File: src/rtl/spec_dep_pkg.sv
// Package: shared defaults and the verify-stage encoding for the
// speculation dependence tracker.
package spec_dep_pkg;
    localparam int DEF_NUM_PREGS = 16;
    localparam int DEF_IQ_DEPTH  = 8;
    localparam int DEF_ISSUE_W   = 2;
    localparam int DEF_PRED_W    = 1;
    localparam int DEF_VER_DELAY = 3;

    // Outcome held in the check stage for one verification.
    typedef enum logic [1:0] {
        VFY_NONE = 2'd0,
        VFY_HIT  = 2'd1,
        VFY_MISS = 2'd2
    } vfy_kind_e;
endpackage

File: src/rtl/spec_dep_alloc.sv
// spec_dep_alloc: gives each predicted lane, in lane order, the lowest
// free slot not yet taken this cycle. Lanes left over get nothing.
// Assumes: purely combinational, free_i comes from registered state.
module spec_dep_alloc #(
    parameter int SLOTS   = 2,
    parameter int ISSUE_W = 2,
    parameter int RW      = 4
) (
    input  logic [SLOTS-1:0]                free_i,
    input  logic [ISSUE_W-1:0]              req_i,
    input  logic [ISSUE_W-1:0][RW-1:0]      dst_i,
    output logic [SLOTS-1:0]                grant_o,
    output logic [SLOTS-1:0][RW-1:0]        seed_o
);
    logic [SLOTS-1:0] avail;
    logic             found;

    // Lane-ordered first-fit choice of free slots.
    always_comb begin
        avail   = free_i;
        grant_o = '0;
        seed_o  = '0;
        found   = 1'b0;
        for (int l = 0; l < ISSUE_W; l++) begin
            found = 1'b0;
            if (req_i[l]) begin
                for (int s = 0; s < SLOTS; s++) begin
                    if (!found && avail[s]) begin
                        grant_o[s] = 1'b1;
                        seed_o[s]  = dst_i[l];
                        avail[s]   = 1'b0;
                        found      = 1'b1;
                    end
                end
            end
        end
    end
endmodule

File: src/rtl/spec_dep_slot.sv
// spec_dep_slot: one pending prediction. It holds a register vector
// (seeded with the prediction's destination) and an entry vector. It
// reports which lanes of the wave under check read a marked register,
// and adds those lanes' destinations and entries at the clock edge.
// Assumes: alloc_i and release_i never coincide (alloc only on a free slot).
module spec_dep_slot #(
    parameter int NUM_PREGS = 16,
    parameter int IQ_DEPTH  = 8,
    parameter int ISSUE_W   = 2,
    parameter int RW        = 4,
    parameter int IW        = 3
) (
    input  logic                          clk,
    input  logic                          rst_n,
    input  logic                          alloc_i,
    input  logic [RW-1:0]                 seed_i,
    input  logic                          release_i,
    input  logic [ISSUE_W-1:0]            lane_vld_i,
    input  logic [ISSUE_W-1:0][RW-1:0]    lane_src0_i,
    input  logic [ISSUE_W-1:0][RW-1:0]    lane_src1_i,
    input  logic [ISSUE_W-1:0][RW-1:0]    lane_dst_i,
    input  logic [ISSUE_W-1:0][IW-1:0]    lane_idx_i,
    output logic                          vld_o,
    output logic [RW-1:0]                 seed_o,
    output logic [NUM_PREGS-1:0]          regs_o,
    output logic [IQ_DEPTH-1:0]           ents_o,
    output logic [ISSUE_W-1:0]            dep_o
);
    localparam logic [NUM_PREGS-1:0] REG_ONE = NUM_PREGS'(1);
    localparam logic [IQ_DEPTH-1:0]  ENT_ONE = IQ_DEPTH'(1);

    logic                 vld_q;
    logic [RW-1:0]        seed_q;
    logic [NUM_PREGS-1:0] regs_q;
    logic [IQ_DEPTH-1:0]  ents_q;
    logic [NUM_PREGS-1:0] add_regs;
    logic [IQ_DEPTH-1:0]  add_ents;

    // Dependence check of the wave under check against this slot.
    always_comb begin
        add_regs = '0;
        add_ents = '0;
        for (int l = 0; l < ISSUE_W; l++) begin
            dep_o[l] = vld_q && lane_vld_i[l] &&
                       (regs_q[lane_src0_i[l]] || regs_q[lane_src1_i[l]]);
            if (dep_o[l]) begin
                add_regs = add_regs | (REG_ONE << lane_dst_i[l]);
                add_ents = add_ents | (ENT_ONE << lane_idx_i[l]);
            end
        end
    end

    // Slot state: clear on release, seed on alloc, grow while pending.
    always_ff @(posedge clk) begin
        if (!rst_n) begin
            vld_q  <= 1'b0;
            seed_q <= '0;
            regs_q <= '0;
            ents_q <= '0;
        end else if (release_i) begin
            vld_q  <= 1'b0;
            regs_q <= '0;
            ents_q <= '0;
        end else if (alloc_i) begin
            vld_q  <= 1'b1;
            seed_q <= seed_i;
            regs_q <= REG_ONE << seed_i;
            ents_q <= '0;
        end else if (vld_q) begin
            regs_q <= regs_q | add_regs;
            ents_q <= ents_q | add_ents;
        end
    end

    assign vld_o  = vld_q;
    assign seed_o = seed_q;
    assign regs_o = regs_q;
    assign ents_o = ents_q;

    // a released slot is empty on the next cycle.
    a_r5_release_empties: assert property (@(posedge clk) disable iff (!rst_n)
        release_i |=> (!vld_q && ents_q == '0));

    // a new slot holds its destination register.
    a_r2_seeded: assert property (@(posedge clk) disable iff (!rst_n)
        alloc_i |=> (vld_q && regs_q[$past(seed_i)]));

    // vectors of a pending slot only grow.
    a_r4_grow_only: assert property (@(posedge clk) disable iff (!rst_n)
        (vld_q && !release_i && !alloc_i) |=>
        ((regs_q & $past(regs_q)) == $past(regs_q)));
endmodule

File: src/rtl/spec_dep_tracker.sv
// spec_dep_tracker: selective dependence tracking for latency-predicted
// instructions. Issue and verify inputs are registered into a check stage.
// All pulses (rm_o, unhide_o, clr_cols_o) are driven from that stage in
// the cycle after the inputs, and slot state updates at the end of it.
// Assumes: a prediction is named by its destination register, which
// stays unique while it is pending.
module spec_dep_tracker
    import spec_dep_pkg::*;
#(
    parameter int NUM_PREGS = DEF_NUM_PREGS,
    parameter int IQ_DEPTH  = DEF_IQ_DEPTH,
    parameter int ISSUE_W   = DEF_ISSUE_W,
    parameter int PRED_W    = DEF_PRED_W,
    parameter int VER_DELAY = DEF_VER_DELAY,
    localparam int RW       = $clog2(NUM_PREGS),
    localparam int IW       = $clog2(IQ_DEPTH)
) (
    input  logic                          clk,
    input  logic                          rst_n,
    input  logic [ISSUE_W-1:0]            iss_vld_i,
    input  logic [ISSUE_W-1:0]            iss_pred_i,
    input  logic [ISSUE_W-1:0][IW-1:0]    iss_idx_i,
    input  logic [ISSUE_W-1:0][RW-1:0]    iss_dst_i,
    input  logic [ISSUE_W-1:0][RW-1:0]    iss_src0_i,
    input  logic [ISSUE_W-1:0][RW-1:0]    iss_src1_i,
    input  logic                          vfy_vld_i,
    input  logic [RW-1:0]                 vfy_dst_i,
    input  logic                          vfy_hit_i,
    output logic [IQ_DEPTH-1:0]           hold_o,
    output logic [IQ_DEPTH-1:0]           rm_o,
    output logic [IQ_DEPTH-1:0]           unhide_o,
    output logic [NUM_PREGS-1:0]          clr_cols_o,
    output logic                          stall_o
);
    localparam int SLOTS = PRED_W * (VER_DELAY - 1);
    localparam logic [NUM_PREGS-1:0] REG_ONE = NUM_PREGS'(1);
    localparam logic [IQ_DEPTH-1:0]  ENT_ONE = IQ_DEPTH'(1);

    // Check-stage registers.
    logic [ISSUE_W-1:0]         sv_q, sp_q;
    logic [ISSUE_W-1:0][IW-1:0] sidx_q;
    logic [ISSUE_W-1:0][RW-1:0] sdst_q, ss0_q, ss1_q;
    vfy_kind_e                  vk_q;
    logic [RW-1:0]              vdst_q;

    logic [SLOTS-1:0]                  s_vld, vsel, grant;
    logic [SLOTS-1:0][RW-1:0]          s_seed, g_seed;
    logic [SLOTS-1:0][NUM_PREGS-1:0]   s_regs;
    logic [SLOTS-1:0][IQ_DEPTH-1:0]    s_ents;
    logic [SLOTS-1:0][ISSUE_W-1:0]     s_dep;
    logic [ISSUE_W-1:0]                keep, miss;
    logic [IQ_DEPTH-1:0]               shared;

    // Capture the issued wave and the verification into the check stage.
    always_ff @(posedge clk) begin
        if (!rst_n) begin
            sv_q <= '0; sp_q <= '0; sidx_q <= '0; sdst_q <= '0;
            ss0_q <= '0; ss1_q <= '0; vk_q <= VFY_NONE; vdst_q <= '0;
        end else begin
            sv_q   <= iss_vld_i;
            sp_q   <= iss_pred_i & iss_vld_i;
            sidx_q <= iss_idx_i;
            sdst_q <= iss_dst_i;
            ss0_q  <= iss_src0_i;
            ss1_q  <= iss_src1_i;
            vk_q   <= !vfy_vld_i ? VFY_NONE : (vfy_hit_i ? VFY_HIT : VFY_MISS);
            vdst_q <= vfy_dst_i;
        end
    end

    spec_dep_alloc #(.SLOTS(SLOTS), .ISSUE_W(ISSUE_W), .RW(RW)) u_alloc (
        .free_i (~s_vld),
        .req_i  (sp_q),
        .dst_i  (sdst_q),
        .grant_o(grant),
        .seed_o (g_seed)
    );

    for (genvar s = 0; s < SLOTS; s++) begin : g_slot
        // Match the verification against this slot's prediction.
        assign vsel[s] = (vk_q != VFY_NONE) && s_vld[s] && (s_seed[s] == vdst_q);

        spec_dep_slot #(
            .NUM_PREGS(NUM_PREGS), .IQ_DEPTH(IQ_DEPTH),
            .ISSUE_W(ISSUE_W), .RW(RW), .IW(IW)
        ) u_slot (
            .clk        (clk),
            .rst_n      (rst_n),
            .alloc_i    (grant[s]),
            .seed_i     (g_seed[s]),
            .release_i  (vsel[s]),
            .lane_vld_i (sv_q),
            .lane_src0_i(ss0_q),
            .lane_src1_i(ss1_q),
            .lane_dst_i (sdst_q),
            .lane_idx_i (sidx_q),
            .vld_o      (s_vld[s]),
            .seed_o     (s_seed[s]),
            .regs_o     (s_regs[s]),
            .ents_o     (s_ents[s]),
            .dep_o      (s_dep[s])
        );
    end

    // Classify the checked wave and turn verifications into pulses.
    always_comb begin
        rm_o       = '0;
        unhide_o   = '0;
        clr_cols_o = '0;
        hold_o     = '0;
        shared     = '0;
        for (int s = 0; s < SLOTS; s++)
            if (s_vld[s]) hold_o = hold_o | s_ents[s];
        for (int l = 0; l < ISSUE_W; l++) begin
            keep[l] = 1'b0;
            miss[l] = 1'b0;
            for (int s = 0; s < SLOTS; s++) begin
                if (s_dep[s][l]) begin
                    if (!vsel[s]) keep[l] = 1'b1;
                    else if (vk_q == VFY_MISS) miss[l] = 1'b1;
                end
            end
            if (sv_q[l]) begin
                if (miss[l]) begin
                    unhide_o   = unhide_o | (ENT_ONE << sidx_q[l]);
                    clr_cols_o = clr_cols_o | (REG_ONE << sdst_q[l]);
                end else if (!keep[l]) begin
                    rm_o = rm_o | (ENT_ONE << sidx_q[l]);
                end
            end
        end
        for (int s = 0; s < SLOTS; s++) begin
            if (vsel[s]) begin
                if (vk_q == VFY_HIT) begin
                    shared = '0;
                    for (int t = 0; t < SLOTS; t++)
                        if (t != s && s_vld[t] && !vsel[t]) shared = shared | s_ents[t];
                    rm_o = rm_o | (s_ents[s] & ~shared);
                end else begin
                    unhide_o   = unhide_o | s_ents[s];
                    clr_cols_o = clr_cols_o | s_regs[s];
                end
            end
        end
    end

    // Stall when free slots cannot cover waiting and next predictions.
    always_comb begin
        stall_o = ($countones(~s_vld) < ($countones(sp_q) + PRED_W));
    end

    // un-hiding only happens on a miss.
    a_r6_unhide_on_miss: assert property (@(posedge clk) disable iff (!rst_n)
        (unhide_o != '0) |-> (vk_q == VFY_MISS));

    // a hit never clears a register column.
    a_r7_hit_no_clear: assert property (@(posedge clk) disable iff (!rst_n)
        (vk_q != VFY_MISS) |-> (clr_cols_o == '0));

    // allocation never lands on a busy slot.
    a_r8_grant_free: assert property (@(posedge clk) disable iff (!rst_n)
        ((grant & s_vld) == '0));
endmodule

File: config.mk
export PLATFORM = sky130hd
export DESIGN_NAME = spec_dep_tracker
export DESIGN_NICKNAME = d
export VERILOG_FILES = /design/src/rtl/spec_dep_pkg.sv /design/src/rtl/spec_dep_alloc.sv /design/src/rtl/spec_dep_slot.sv /design/src/rtl/spec_dep_tracker.sv
export SDC_FILE = /design/constraint.sdc
export NUM_CORES = 1
export LEC_CHECK = 0
export ABC_AREA = 1
export BUFFER_PORTS_ARGS = -buffer_cell sky130_fd_sc_hd__buf_2
export CORE_MARGIN = 2
export CORE_UTILIZATION = 35
export CTS_CLUSTER_SIZE = 28
export DETAILED_ROUTE_END_ITERATION = 10
export GPL_TIMING_DRIVEN = 0
export HOLD_SLACK_MARGIN = 0.08
export PLACE_DENSITY_LB_ADDON = 0.15
export RECOVER_POWER = 100
export SLEW_MARGIN = 20
export SYNTH_ARGS = -nofsm -noshare
export SYNTH_HDL_FRONTEND = slang
export SYNTH_SLANG_ARGS = --single-unit
File: constraint.sdc
create_clock -name clk -period 3.7 [get_ports clk]
set_input_delay 0.555 -clock clk [delete_from_list [all_inputs] [get_ports clk]]
set_output_delay 0.555 -clock clk [all_outputs]
set_load 0.01 [all_outputs]
==> impl_metrics.toml <==
[floorplan]
dieArea_mm2 = 0.0224
initial_core_util_pct = 35.5
die_h_um = 150
ios = 83
core_area_mm2 = 0.0210
num_rows = 53
die_w_um = 150

[critical_path]
worst-setup-path-type = "flop to output port"
reg2reg_from = "g_slot[1].u_slot.vld_o"
worst_setup_path_start_kind = "flop"
r2r-end = "g_slot[1].u_slot.regs_o[7]"
worstPathRequired_ns = 3.14
arrival_ns = 2.85
end_kind = "output port"
r2r_setup_slack_ns = 0.31
worst-path-max-fanout = 10
logic_depth_of_the_worst_register_to_register_path = 10

[yosys]
synth_cell_types = 42
synthesis.area_per_instance_um2 = 5.75
syn-num-nets = 1342
yosys_register_bits = 98
synthesis.instances = 1295
yosysWarningCount = 0
netlist_area_mm2 = 0.00744
synth_seq_area_share_pct = 26.4

[sta]
finalSetupViolations = 0
fmaxAchievable_mhz = 294
hold-worst-slack_ns = 0.354
unrepaired_setup_endpoints_after_global_routing = "no"
tightestPinTransition_ns = 1.10
maxSlewHeadroom_pct = 26.1
final-max-slew-violation-count = 0
period_share_pct = 92.0
fin_skew_ns = 0.0110
final_period_minus_worst_setup_slack_ns = 3.41
number_of_hold_slack_violations_in_the_final_timing_report = 0
worst_slack_ns = 0.295
fin_setup_tns_ns = 0

[flow_run]
cap_viol_max_count = 0

[clock_network]
clk_latency_ns = 0.37
cts_setup_buffers = 0
htreeDepth = 3
cts_resized = 0
cts_hold_buf = 0
clock_tree_from_tritoncts = "yes"
path_clk_slew_ns = 0.08
clock-sinks = 98
tritoncts.num_buffers = 9
clockBufferDepth = 2
clock_tree.root_cell = "sky130_fd_sc_hd__clkbuf_16"

[placement]
post-dp-hpwl_um = 23100
total_placed_cells_including_tap_cells = 1652
dp_slack_ns = 0.714
global_placer_s_final_weighted_congestion = 0.960
placement.io_buffers = 81

[route]
route.vias.total = 8833
first_iter_violations = 1049
viasPerCell = 5.30
first_pass_iters = 5
final_antenna_net_count = 0
wl_final_um = 31400
drt-wirelength-per-cell_um = 18.8
post-route-drc-count = 0

[finish]
layout.cells.non_filler = 1668
diodes = 0
area.growth.synth_to_final_pct = 13.0
layout.nets = 1435
drive_gt1_share_pct = 10.1
final_core_utilization_pct = 40.1

[hold_path]
worst_hold_path_type = "primary input to flop"
depth_of_the_worst_hold_timing_path = 2
worst_hold_startpoint = "vfy_hit_i"
worst_hold_end = "vk_q[1]"

[pwr]
power.density_cell_area_mw_per_mm2 = 306
switching_share_pct = 33.6
internal-power_mw = 1.71
p_sw_mw = 0.866
p_leak_nw = 3.96
vdd_ir_drop_max_mv = 0.186
share_clk_of_total_power_pct = 37.4
combinationalPowerShare_pct = 19.3
power.sequential.fraction_pct = 43.3

[global_route]
global_route.usage.total_pct = 28.0
grt_max_degree = 19
grt-ovfl-total = 0
via_count_of_the_first_global_routing_pass = 8039
number_of_antenna_violations_at_the_first_check_in_global_routing = 0
first_pass_grt_wire_length_um = 46800

[status]
status = "finished, final reports clean"
[layout by cell type (no fill, tap or decap), drive strengths merged, types with 2 or more instances in the layout]
cell type | synthesis | final
or2 | 2 | 2
a21oi | 49 | 49
nor2 | 95 | 95
nand2 | 424 | 424
nand3 | 261 | 261
o22ai | 24 | 24
clkinv | 3 | 4
o21ai | 31 | 31
inv | 179 | 181
o211ai | 13 | 13
nor3 | 34 | 34
dfxtp | 98 | 98
ha | 5 | 5
clkinvlp | 0 | 3
xor2 | 3 | 3
buf | 34 | 83
nor4 | 6 | 6
o21bai | 3 | 3
clkbuf | 25 | 68
[registers in the layout (all words and copies together) (netlist names)]
signal,flops
g_slot.u_slot.vld_o,2
sdst_q,8
ss1_q,8
ss0_q,8
vk_q,2
sp_q,2
g_slot.u_slot.regs_o,32
g_slot.u_slot.seed_o,8
vdst_q,4
sv_q,2
g_slot.u_slot.ents_o,16
sidx_q,6
[critical path, stage by stage, from the launching register on]
cell and delay, ns:
sky130_fd_sc_hd__dfxtp_1 0.31, sky130_fd_sc_hd__clkbuf_1 0.36, sky130_fd_sc_hd__inv_2 0.16, sky130_fd_sc_hd__nand3_1 0.13, sky130_fd_sc_hd__nand3_1 0.08, sky130_fd_sc_hd__nand2_1 0.08, sky130_fd_sc_hd__nand2_1 0.05, sky130_fd_sc_hd__nand2_1 0.07
sky130_fd_sc_hd__nand2_2 0.19, sky130_fd_sc_hd__nand3_2 0.15, sky130_fd_sc_hd__nand2_4 0.10, sky130_fd_sc_hd__nor2_2 0.43, sky130_fd_sc_hd__nand2_1 0.10, sky130_fd_sc_hd__nand3_1 0.10, sky130_fd_sc_hd__clkbuf_1 0.17
[layout make-up]
class | count | area [um^2]
clock buffers | 10 | 229
repair buffers | 82 | 375
plain buffers | 59 | 328
inverters | 182 | 689
clock inverters | 6 | 60.1
fillers | 2406 | 12500
flip-flops and latches | 98 | 1960
multi-input cells | 956 | 4420
well taps | 275 | 344
[worst max path at each step]
stage | start | cells past startpoint | endpoint
after floorplan | g_slot[1].u_slot.vld_o | 10 | g_slot[1].u_slot.regs_o[0]
after global placement | g_slot[1].u_slot.vld_o | 10 | g_slot[1].u_slot.regs_o[12]
after detailed placement | g_slot[1].u_slot.vld_o | 10 | g_slot[1].u_slot.regs_o[12]
after CTS | vk_q[0] | 12 | clr_cols_o[12]
after global routing | vk_q[0] | 12 | clr_cols_o[13]
final | ss1_q[5] | 14 | rm_o[4]
[kinds of logic after synthesis]
| group | Yosys count | share of synthesized area (%) |
|---|---|---|
| AND/OR/NAND/NOR | 824 | 48.6 |
| buffers and inverters | 241 | 13.7 |
| XOR/XNOR | 4 | 0.471 |
| adder cells (fa/ha/maj) | 5 | 0.841 |
| AO/OA/AOI/OAI | 123 | 10.0 |
| flip-flops | 98 | 26.4 |
[per-stage QoR]
| stage | total power [mW] | instance area [um^2] |
|---|---|---|
| floorplan | 1.47 | 7440 |
| global placement | 1.63 | 8190 |
| detailed placement | 1.63 | 8200 |
| CTS | 2.60 | 8490 |
| global route | 2.69 | 8410 |
| finish | 2.58 | 8410 |
[synth_stat cells, drive strengths merged]
master,n,area share [%]
a211oi,1,0.10
a21oi,49,3.5
a22oi,1,0.10
and2,1,0.084
buf,34,3.2
clkbuf,25,1.3
clkinv,3,0.15
dfxtp,98,26
ha,5,0.84
inv,179,9.1
nand2,424,22
nand3,261,18
nand3b,1,0.27
nor2,95,5.2
nor3,34,2.8
nor4,6,0.50
o211ai,13,1.3
o21a,1,0.10
o21ai,31,2.2
o21bai,3,0.30
o22ai,24,2.4
or2,2,0.17
xnor2,1,0.12
xor2,3,0.35
[metal layers]
layer	track usage (%)	up-vias	part of all wire, %
met5	0	-	0
met4	11.6	0	3.8
met3	6.13	63	8.8
met2	43.7	389	45
met1	37.5	4036	43
li1	-	4345	-
[power by group through the flow]
stage	Combinational (mW)	Clock, mW	Sequential, mW
2_1_floorplan	0.337	0	1.13
3_3_place_gp	0.490	0	1.14
3_5_place_dp	0.494	0	1.14
4_1_cts	0.496	0.991	1.12
5_1_grt	0.548	1.02	1.12
6_report	0.496	0.964	1.12
Note: power is estimated with default switching activity, not from simulation.
